===== config.mk =====
export PLATFORM = sky130hd
export DESIGN_NAME = watchdog_win
export DESIGN_NICKNAME = d
export VERILOG_FILES = /design/src/rtl/watchdog_win_pkg.sv /design/src/rtl/wdt_len_decode.sv /design/src/rtl/wdt_run_ctrl.sv /design/src/rtl/wdt_phase_ctrl.sv /design/src/rtl/wdt_ewarn_gen.sv /design/src/rtl/watchdog_win.sv
export SDC_FILE = /design/constraint.sdc
export NUM_CORES = 1
export LEC_CHECK = 0
export CORE_UTILIZATION = 35
export DETAILED_ROUTE_END_ITERATION = 10
export PLACE_DENSITY_LB_ADDON = 0.3
export SETUP_SLACK_MARGIN = 0.3
export SLEW_MARGIN = 0
export SYNTH_ARGS = -nofsm -noshare
export SYNTH_HDL_FRONTEND = slang
export SYNTH_HIERARCHICAL = 1
export SYNTH_SLANG_ARGS = --single-unit

===== constraint.sdc =====
create_clock -name clk -period 12.9 [get_ports clk]
set_clock_uncertainty 0.2 [all_clocks]
set_input_delay 2.58 -clock clk [delete_from_list [all_inputs] [get_ports clk]]
set_output_delay 2.58 -clock clk [all_outputs]
set_load 0.02 [all_outputs]

===== src/rtl/watchdog_win_pkg.sv =====
package watchdog_win_pkg;

    localparam int CODE_W    = 4;
    localparam int CNT_W     = 16;
    localparam int MAX_CODE  = 11;
    localparam int BASE_LOG2 = 3;

    typedef enum logic [1:0] {
        PH_IDLE   = 2'd0,
        PH_CLOSED = 2'd1,
        PH_OPEN   = 2'd2,
        PH_BITE   = 2'd3
    } wdt_phase_e;

    typedef struct packed {
        logic run;
        logic step;
    } wdt_ctl_t;

    function automatic logic [CNT_W-1:0] code_len(input logic [CODE_W-1:0] code);
        logic [CNT_W-1:0] one;
        one = CNT_W'(1);
        if (int'(code) > MAX_CODE)
            return one << (MAX_CODE + BASE_LOG2);
        return one << (int'(code) + BASE_LOG2);
    endfunction

endpackage


===== src/rtl/wdt_len_decode.sv =====
module wdt_len_decode
    import watchdog_win_pkg::*;
(
    input  logic [CODE_W-1:0] code_i,
    output logic [CNT_W-1:0]  len_o
);
    always_comb len_o = code_len(code_i);
endmodule


===== src/rtl/wdt_run_ctrl.sv =====
module wdt_run_ctrl
    import watchdog_win_pkg::*;
(
    input  logic     clk,
    input  logic     rst,
    input  logic     tick_en,
    input  logic     standby_i,
    input  logic     cfg_enable,
    input  logic     cfg_always_on,
    input  logic     cfg_run_stdby,
    output logic     lock_q,
    output wdt_ctl_t ctl_o
);
    always_ff @(posedge clk) begin
        if (rst)
            lock_q <= 1'b0;
        else if (cfg_always_on)
            lock_q <= 1'b1;
    end

    always_comb begin
        ctl_o.run  = cfg_always_on | lock_q | cfg_enable;
        ctl_o.step = ctl_o.run & tick_en & (~standby_i | cfg_run_stdby);
    end
endmodule


===== src/rtl/wdt_phase_ctrl.sv =====
module wdt_phase_ctrl
    import watchdog_win_pkg::*;
(
    input  logic             clk,
    input  logic             rst,
    input  wdt_ctl_t         ctl_i,
    input  logic             clear_i,
    input  logic             win_en,
    input  logic [CNT_W-1:0] closed_len,
    input  logic [CNT_W-1:0] open_len,
    output wdt_phase_e       phase_q,
    output logic [CNT_W-1:0] cnt_q,
    output logic             step_fire,
    output logic [CNT_W-1:0] cnt_next
);
    logic             active;
    logic [CNT_W-1:0] end_cnt;
    wdt_phase_e       start_ph;

    always_comb begin
        active    = (phase_q == PH_CLOSED) || (phase_q == PH_OPEN);
        start_ph  = win_en ? PH_CLOSED : PH_OPEN;
        end_cnt   = win_en ? (closed_len + open_len) : open_len;
        cnt_next  = cnt_q + CNT_W'(1);
        step_fire = active && ctl_i.run && !clear_i && ctl_i.step;
    end

    always_ff @(posedge clk) begin
        if (rst) begin
            phase_q <= PH_IDLE;
            cnt_q   <= '0;
        end else begin
            unique case (phase_q)
                PH_BITE: begin
                    phase_q <= PH_BITE;
                end
                PH_IDLE: begin
                    cnt_q <= '0;
                    if (ctl_i.run)
                        phase_q <= start_ph;
                end
                default: begin
                    if (!ctl_i.run) begin
                        phase_q <= PH_IDLE;
                        cnt_q   <= '0;
                    end else if (clear_i) begin
                        if (phase_q == PH_CLOSED) begin
                            phase_q <= PH_BITE;
                        end else begin
                            phase_q <= start_ph;
                            cnt_q   <= '0;
                        end
                    end else if (step_fire) begin
                        cnt_q <= cnt_next;
                        if (phase_q == PH_CLOSED && cnt_next >= closed_len)
                            phase_q <= PH_OPEN;
                        if (phase_q == PH_OPEN && cnt_next >= end_cnt)
                            phase_q <= PH_BITE;
                    end
                end
            endcase
        end
    end
endmodule


===== src/rtl/wdt_ewarn_gen.sv =====
module wdt_ewarn_gen
    import watchdog_win_pkg::*;
(
    input  logic             clk,
    input  logic             rst,
    input  logic             step_fire,
    input  logic [CNT_W-1:0] cnt_next,
    input  logic [CNT_W-1:0] ew_len,
    output logic             ewarn_q
);
    always_ff @(posedge clk) begin
        if (rst)
            ewarn_q <= 1'b0;
        else
            ewarn_q <= step_fire && (cnt_next == ew_len);
    end
endmodule


===== src/rtl/watchdog_win.sv =====
module watchdog_win
    import watchdog_win_pkg::*;
(
    input  logic              clk,
    input  logic              rst,
    input  logic              tick_en,
    input  logic              clear_i,
    input  logic              standby_i,
    input  logic              cfg_enable,
    input  logic              cfg_always_on,
    input  logic              cfg_run_stdby,
    input  logic              cfg_win_en,
    input  logic [CODE_W-1:0] cfg_period,
    input  logic [CODE_W-1:0] cfg_closed,
    input  logic [CODE_W-1:0] cfg_ewarn,
    output logic              rst_req,
    output logic              ewarn_pulse,
    output logic [1:0]        phase_o
);
    localparam int N_CODES = 3;

    logic [CODE_W-1:0] codes [N_CODES];
    logic [CNT_W-1:0]  lens  [N_CODES];
    wdt_ctl_t          ctl;
    wdt_phase_e        phase_q;
    logic              lock_q;
    logic [CNT_W-1:0]  count_q;
    logic [CNT_W-1:0]  cnt_next;
    logic              step_fire;

    assign codes[0] = cfg_period;
    assign codes[1] = cfg_closed;
    assign codes[2] = cfg_ewarn;

    for (genvar i = 0; i < N_CODES; i++) begin : g_dec
        wdt_len_decode u_dec (
            .code_i(codes[i]),
            .len_o (lens[i])
        );
    end

    wdt_run_ctrl u_run (
        .clk          (clk),
        .rst          (rst),
        .tick_en      (tick_en),
        .standby_i    (standby_i),
        .cfg_enable   (cfg_enable),
        .cfg_always_on(cfg_always_on),
        .cfg_run_stdby(cfg_run_stdby),
        .lock_q       (lock_q),
        .ctl_o        (ctl)
    );

    wdt_phase_ctrl u_phase (
        .clk       (clk),
        .rst       (rst),
        .ctl_i     (ctl),
        .clear_i   (clear_i),
        .win_en    (cfg_win_en),
        .closed_len(lens[1]),
        .open_len  (lens[0]),
        .phase_q   (phase_q),
        .cnt_q     (count_q),
        .step_fire (step_fire),
        .cnt_next  (cnt_next)
    );

    wdt_ewarn_gen u_ew (
        .clk      (clk),
        .rst      (rst),
        .step_fire(step_fire),
        .cnt_next (cnt_next),
        .ew_len   (lens[2]),
        .ewarn_q  (ewarn_pulse)
    );

    assign phase_o = phase_q;
    assign rst_req = (phase_q == PH_BITE);
endmodule


Yosys cells after proc, flatten, opt, wreduce, memory -nomap -nowiden
Index checks and enable logic that the tools add are counted.

Register bits after elaboration: 20. Logic and storage cells: 68. Bits of input ports: 21. Output and inout bits: 4.

Bitwise gates (word level): 7. Reductions and logical operators: 11. Order comparisons: 5. Shifts and indexed selects: 3. Equal/unequal tests: 9. Mux-type cells: 24. $add $sub $neg: 5.

Operators by type and width (number): 16-bit 2-to-1 mux (11); 1-bit by 32-bit left shift with 16-bit output, first input constant (3); 16-bit greater-or-equal comparator (2); 16-bit one-hot mux with 2 select lines (1); 16-bit by 1-bit adder with 16-bit output, second input constant (1); 16-bit adder (1); 16-bit == test (1); 2-bit 2-to-1 mux (8); 4-bit by 2-bit adder with 5-bit output, second input constant (3); 4-bit > comparator, second input constant (3); 1-bit logical AND (6); 6-bit inequality test, second input constant (1); 3-bit AND reduction (2); 5-bit by 4-bit inequality test with 1-bit output, second input constant (1); 2-bit == test, second input constant (2); 4-bit by 3-bit inequality test with 1-bit output, second input constant (1); 4-bit inequality test, second input constant (1); 2-bit one-hot mux with 2 select lines (1); 1-bit 2-to-1 mux (3); 1-bit OR (3); 1-bit AND (2); 2-bit by 1-bit == test with 1-bit output, second input constant (1); 2-bit zero test (1); 2-bit by 1-bit inequality test with 1-bit output, second input constant (1); 3 further kinds (4).

Longest topological paths before layout
Word-level depth: 12. Gate-level depth with buffers: 16.

Hierarchy
The synthesis kept the hierarchy.

Modules (own cells, without submodules): wdt_phase_ctrl (area each 2778.9 um^2, instances 1, cells an instance 355); wdt_len_decode (area each 138.9 um^2, instances 3, cells an instance 23); wdt_ewarn_gen (area each 205.2 um^2, instances 1, cells an instance 23); wdt_run_ctrl (area each 51.3 um^2, instances 1, cells an instance 6); watchdog_win (area each 6.3 um^2, instances 1, cells an instance 1).

Least setup slack after synthesis
OpenSTA, ideal clock, no wires.

Kind: in2reg. Start point: input port cfg_closed[1]. End point: register u_phase.phase_q[1]. Path slack: 6.908 ns. Setup time: 0.116 ns. Data required time: 12.584 ns. Arrival time: 5.676 ns. Path buffers: 0. Cell stages on the path: 16. Cell sequence: nand2b_1 nor3_1 ha_1 a21oi_1 nand2_1 o21ai_1 nand4_1 a31o_2 nor4_1 ha_1 nand3_1 o22ai_1 a211oi_1 a21boi_2 or3_1 o211a_1.

RTL lines: start, declared (line watchdog_win.sv:14) `input logic [CODE_W-1:0] cfg_closed,`; end signal, assigned (line wdt_phase_ctrl.sv:40) `phase_q <= start_ph;`; end signal, assigned (line wdt_phase_ctrl.sv:50) `phase_q <= start_ph;`; end, declared (line wdt_phase_ctrl.sv:11) `output wdt_phase_e phase_q,`.

==> run_summary.xml <==
<?xml version="1.0" encoding="UTF-8"?>
<metrics>
  <group name="placed_design">
    <metric name="finalWeightedCongestion" unit="">0.8846</metric>
    <metric name="detailed_place.area" unit="mm²">0.003769</metric>
    <metric name="place.detailed.hpwl" unit="mm">7.331</metric>
    <metric name="port_buffer_count" unit="">24</metric>
  </group>
  <group name="critical_path">
    <metric name="cp-endpoint" unit="">u_phase/phase_q[1]$_SDFFE_PP0P_</metric>
    <metric name="crit_fanout" unit="">7</metric>
    <metric name="crit-reg2reg-launch" unit="">u_phase/cnt_q[0]$_SDFFE_PP0P_</metric>
    <metric name="crit_type" unit="">in -&gt; reg</metric>
    <metric name="crit_path_start" unit="">cfg_period[1]</metric>
    <metric name="critical_path.cell_chain" unit="">clkdlybuf4s50_1, nand2_1, nor3_1, ha_1, a21oi_1, nand2_1, o21ai_1, nand4_1, a31o_2, nor4_1, ha_1, nand3_1, o22ai_1, a211oi_1, a21boi_2, or3_1, o211a_1</metric>
    <metric name="endpoint_kind" unit="">register</metric>
    <metric name="startpoint_type_of_the_worst_setup_path" unit="">primary input</metric>
    <metric name="critical_r2r_capture" unit="">u_phase/phase_q[1]$_SDFFE_PP0P_</metric>
    <metric name="cell_with_the_largest_stage_delay_on_the_worst_path" unit="">sky130_fd_sc_hd__clkdlybuf4s50_1</metric>
    <metric name="cp_data_required_time" unit="ns">12.87</metric>
    <metric name="crit_arrival" unit="ns">7.04</metric>
    <metric name="critical_path.max_stage_delay" unit="ns">0.59</metric>
    <metric name="worstRegToRegCells" unit="">11</metric>
    <metric name="minimum_setup_slack_among_reg_to_reg_paths" unit="ns">9.10</metric>
  </group>
  <group name="layout">
    <metric name="layout.core_utilization" unit="%">40.78</metric>
    <metric name="multi_input_area" unit="mm²">0.002865</metric>
    <metric name="proportion_of_layout_cells_with_a_drive_suffix_above_1" unit="%">5.096</metric>
    <metric name="fin_nets" unit="">547</metric>
    <metric name="num-fill-cells" unit="">985</metric>
    <metric name="most_common_library_cell_in_the_layout_ignoring_fill_and_taps" unit="">sky130_fd_sc_hd__ha_1</metric>
    <metric name="finalInstanceArea" unit="mm²">0.003840</metric>
    <metric name="layout.cells.most_common_list" unit="">53 x sky130_fd_sc_hd__ha_1, 39 x sky130_fd_sc_hd__nor2_1, 33 x sky130_fd_sc_hd__a21oi_1, 32 x sky130_fd_sc_hd__nand2_1</metric>
    <metric name="antennaDiodeCount" unit="">0</metric>
    <metric name="seqCellArea" unit="µm²">400.4</metric>
    <metric name="flow.area_growth_from_synthesis" unit="%">11.03</metric>
  </group>
  <group name="sta">
    <metric name="hold_viol" unit="">0</metric>
    <metric name="setup-tns-final" unit="ns">0</metric>
    <metric name="drv_slew" unit="">0</metric>
    <metric name="grt_setup_unrepaired" unit="">false</metric>
    <metric name="worstMarginPinSlew" unit="ns">0.8484</metric>
    <metric name="timing.max_slew.rel_slack" unit="%">43.25</metric>
    <metric name="setup_violations" unit="">0</metric>
    <metric name="post-route-period-util" unit="%">54.83</metric>
    <metric name="minimum_clock_period" unit="ns">7.073</metric>
    <metric name="max_freq" unit="MHz">141.4</metric>
  </group>
  <group name="drt">
    <metric name="detail_route.wirelength" unit="mm">8.850</metric>
    <metric name="met2RoutedLength" unit="mm">4.300</metric>
    <metric name="top_layer_used" unit="">met4</metric>
    <metric name="vias_per_cell" unit="">5.473</metric>
    <metric name="via_count" unit="">3284</metric>
    <metric name="routedWlPerCell" unit="µm">14.75</metric>
    <metric name="drt_iter0_markers" unit="">156</metric>
    <metric name="met3RoutedLength" unit="µm">256</metric>
    <metric name="drtPass1Iterations" unit="">4</metric>
    <metric name="met1Wirelength" unit="mm">4.163</metric>
    <metric name="drt_drc_violations_left" unit="">0</metric>
    <metric name="route.antenna.remaining_nets" unit="">0</metric>
  </group>
  <group name="logic_synthesis">
    <metric name="synth.ff_latch_count" unit="">20</metric>
    <metric name="ys_dominant_reg_cell" unit="">sky130_fd_sc_hd__dfxtp_1</metric>
    <metric name="synthesis.area_per_instance" unit="µm²">7.617</metric>
    <metric name="post_synth_instance_area" unit="mm²">0.003458</metric>
    <metric name="post_synth_inst_count" unit="">454</metric>
    <metric name="synthTopCellsByArea" unit="">sky130_fd_sc_hd__ha_1 19%, sky130_fd_sc_hd__dfxtp_1 12%, sky130_fd_sc_hd__xor2_1 6.3%</metric>
    <metric name="synth_top_area_share" unit="%">19.18</metric>
    <metric name="asyncSetResetFlopFracSynth" unit="%">0</metric>
    <metric name="netlist-cell-type-count" unit="">64</metric>
    <metric name="synth_enable_flop_cells" unit="">0</metric>
    <metric name="synth_top_cell_by_area" unit="">sky130_fd_sc_hd__ha_1</metric>
    <metric name="yosysWarningCount" unit="">6</metric>
    <metric name="seq_area_frac_synth" unit="%">11.58</metric>
  </group>
  <group name="power_and_ir_drop">
    <metric name="worst_ir_drop_on_vdd" unit="µV">58.31</metric>
    <metric name="power.density_cell_area" unit="mW/mm²">68.01</metric>
    <metric name="power.total" unit="mW">0.2611</metric>
    <metric name="p_leak" unit="nW">1.720</metric>
  </group>
  <group name="grt">
    <metric name="globalRouteTotalUtil" unit="%">17.73</metric>
    <metric name="grt_overflow_total" unit="">0</metric>
    <metric name="grt_start_max_net_pins" unit="">25</metric>
    <metric name="first_global_vias" unit="">3024</metric>
    <metric name="wire_length_of_the_first_global_routing_pass" unit="mm">14.47</metric>
    <metric name="grt_antenna_before_repair" unit="">0</metric>
  </group>
  <group name="cts">
    <metric name="worstSkewPairLatency" unit="ns">0.27</metric>
    <metric name="post_cts_resized" unit="">0</metric>
    <metric name="cts_tree" unit="">built</metric>
    <metric name="cts-root-buf" unit="">sky130_fd_sc_hd__clkbuf_8</metric>
    <metric name="cts_max_level" unit="">1</metric>
    <metric name="tritoncts.num_buffers" unit="">3</metric>
    <metric name="clock_pin_slew_on_the_worst_setup_and_hold_paths" unit="ns">0.09</metric>
    <metric name="sink_count" unit="">20</metric>
    <metric name="clock_tree.buffer_depth" unit="">2</metric>
    <metric name="postCtsSetupBuffers" unit="">0</metric>
    <metric name="cts_hold_buffers" unit="">0</metric>
  </group>
  <group name="hold_path">
    <metric name="hold_path_origin" unit="">u_run/lock_q$_SDFFE_PP0P_</metric>
    <metric name="hold_depth" unit="">2</metric>
    <metric name="min_path_type" unit="">reg -&gt; reg</metric>
  </group>
  <group name="flow_run">
    <metric name="timing.max_cap.violations" unit="">0</metric>
  </group>
  <group name="floorplan">
    <metric name="dieWidth" unit="µm">101.4</metric>
    <metric name="die_y" unit="µm">101.4</metric>
    <metric name="die_area" unit="mm²">0.01028</metric>
    <metric name="io-pin-count" unit="">25</metric>
    <metric name="core_area" unit="mm²">0.009415</metric>
    <metric name="start_util" unit="%">36.73</metric>
    <metric name="std_cell_rows" unit="">35</metric>
  </group>
  <group name="status">
    <metric name="run_status" unit="">finished clean</metric>
  </group>
</metrics>
critical path: cells and delay by family:
kind | cells | cell delay, ns
AO/OA/AOI/OAI | 7 | 1.56
buffers and inverters | 1 | 0.59
AND/OR/NAND/NOR | 7 | 1.64
adder cells (fa/ha/maj) | 2 | 0.67
sequential cells by signal, indices dropped and copies added, names as in the netlist:
name / count
u_ew/ewarn_q: 1
u_phase/cnt_q: 16
u_phase/phase_q: 2
u_run/lock_q: 1
logic make-up after synthesis:
kind of cell    Yosys count  synth area share, %
simple gates            171                26.99
compound gates          106                20.59
fa+ha+maj                54                19.75
buf+inv                  46                6.548
xor+xnor                 40                10.13
flops                    20                11.58
mux                      14                4.088
other cells               3               0.3256
final cells by class:
| cell class | instances | area share (%) |
|---|---|---|
| multi-input cells | 397 | 74.62 |
| flip-flops and latches | 20 | 10.43 |
| repair buffers | 25 | 6.452 |
| well taps | 129 | 4.203 |
| inverters | 25 | 2.444 |
| clock buffers | 3 | 1.075 |
| clock inverters | 1 | 0.7820 |
cell usage after synthesis, types with 4 or more instances:
library cell	instances
sky130_fd_sc_hd__ha_1	53
sky130_fd_sc_hd__nor2_1	39
sky130_fd_sc_hd__a21oi_1	33
sky130_fd_sc_hd__nand2_1	32
sky130_fd_sc_hd__inv_1	25
sky130_fd_sc_hd__xor2_1	25
sky130_fd_sc_hd__dfxtp_1	20
sky130_fd_sc_hd__nor3_1	16
sky130_fd_sc_hd__xnor2_1	15
sky130_fd_sc_hd__buf_4	14
sky130_fd_sc_hd__nand2b_1	14
sky130_fd_sc_hd__nand3_1	14
sky130_fd_sc_hd__mux2i_1	13
sky130_fd_sc_hd__o21ai_0	12
sky130_fd_sc_hd__nor2b_1	9
sky130_fd_sc_hd__nor4_1	9
sky130_fd_sc_hd__a311oi_1	8
sky130_fd_sc_hd__a31oi_1	8
sky130_fd_sc_hd__nand4_1	7
sky130_fd_sc_hd__a22oi_1	6
sky130_fd_sc_hd__a211oi_1	5
sky130_fd_sc_hd__and3_1	5
sky130_fd_sc_hd__clkbuf_1	5
sky130_fd_sc_hd__o21a_1	4
stage by stage:
step	cells	setup WS, ns	hold slack [ns]
2_1_floorplan	463	6.908	0.2393
3_3_place_gp	596	5.637	0.2570
3_5_place_dp	596	5.603	0.2743
4_1_cts	600	5.873	0.2921
5_1_grt	600	5.506	0.3386
6_report	600	5.827	0.2816
how the worst min path moves through the flow:
stage | to | slack, ns
after CTS | u_run/lock_q$_SDFFE_PP0P_ | 0.29
after global placement | u_run/lock_q$_SDFFE_PP0P_ | 0.26
after global routing | u_run/lock_q$_SDFFE_PP0P_ | 0.34
after floorplan | u_run/lock_q$_SDFFE_PP0P_ | 0.24
final | u_run/lock_q$_SDFFE_PP0P_ | 0.28
after detailed placement | u_run/lock_q$_SDFFE_PP0P_ | 0.27
routing by layer:
metal,vias to the layer above,global-route usage [%]
li1,1680,-
met4,0,3.790
met5,-,0
met1,1539,23.41
met3,8,1.725
met2,57,31.19
report_power, final:
group	switching (mW)	total, mW	internal [mW]	leakage, nW
combinational	0.0749	0.127	0.0517	1.52
sequential	0.00478	0.0696	0.0648	0.162
clock	0.0235	0.0650	0.0415	0.0357
(Power assumes the default switching activity.)
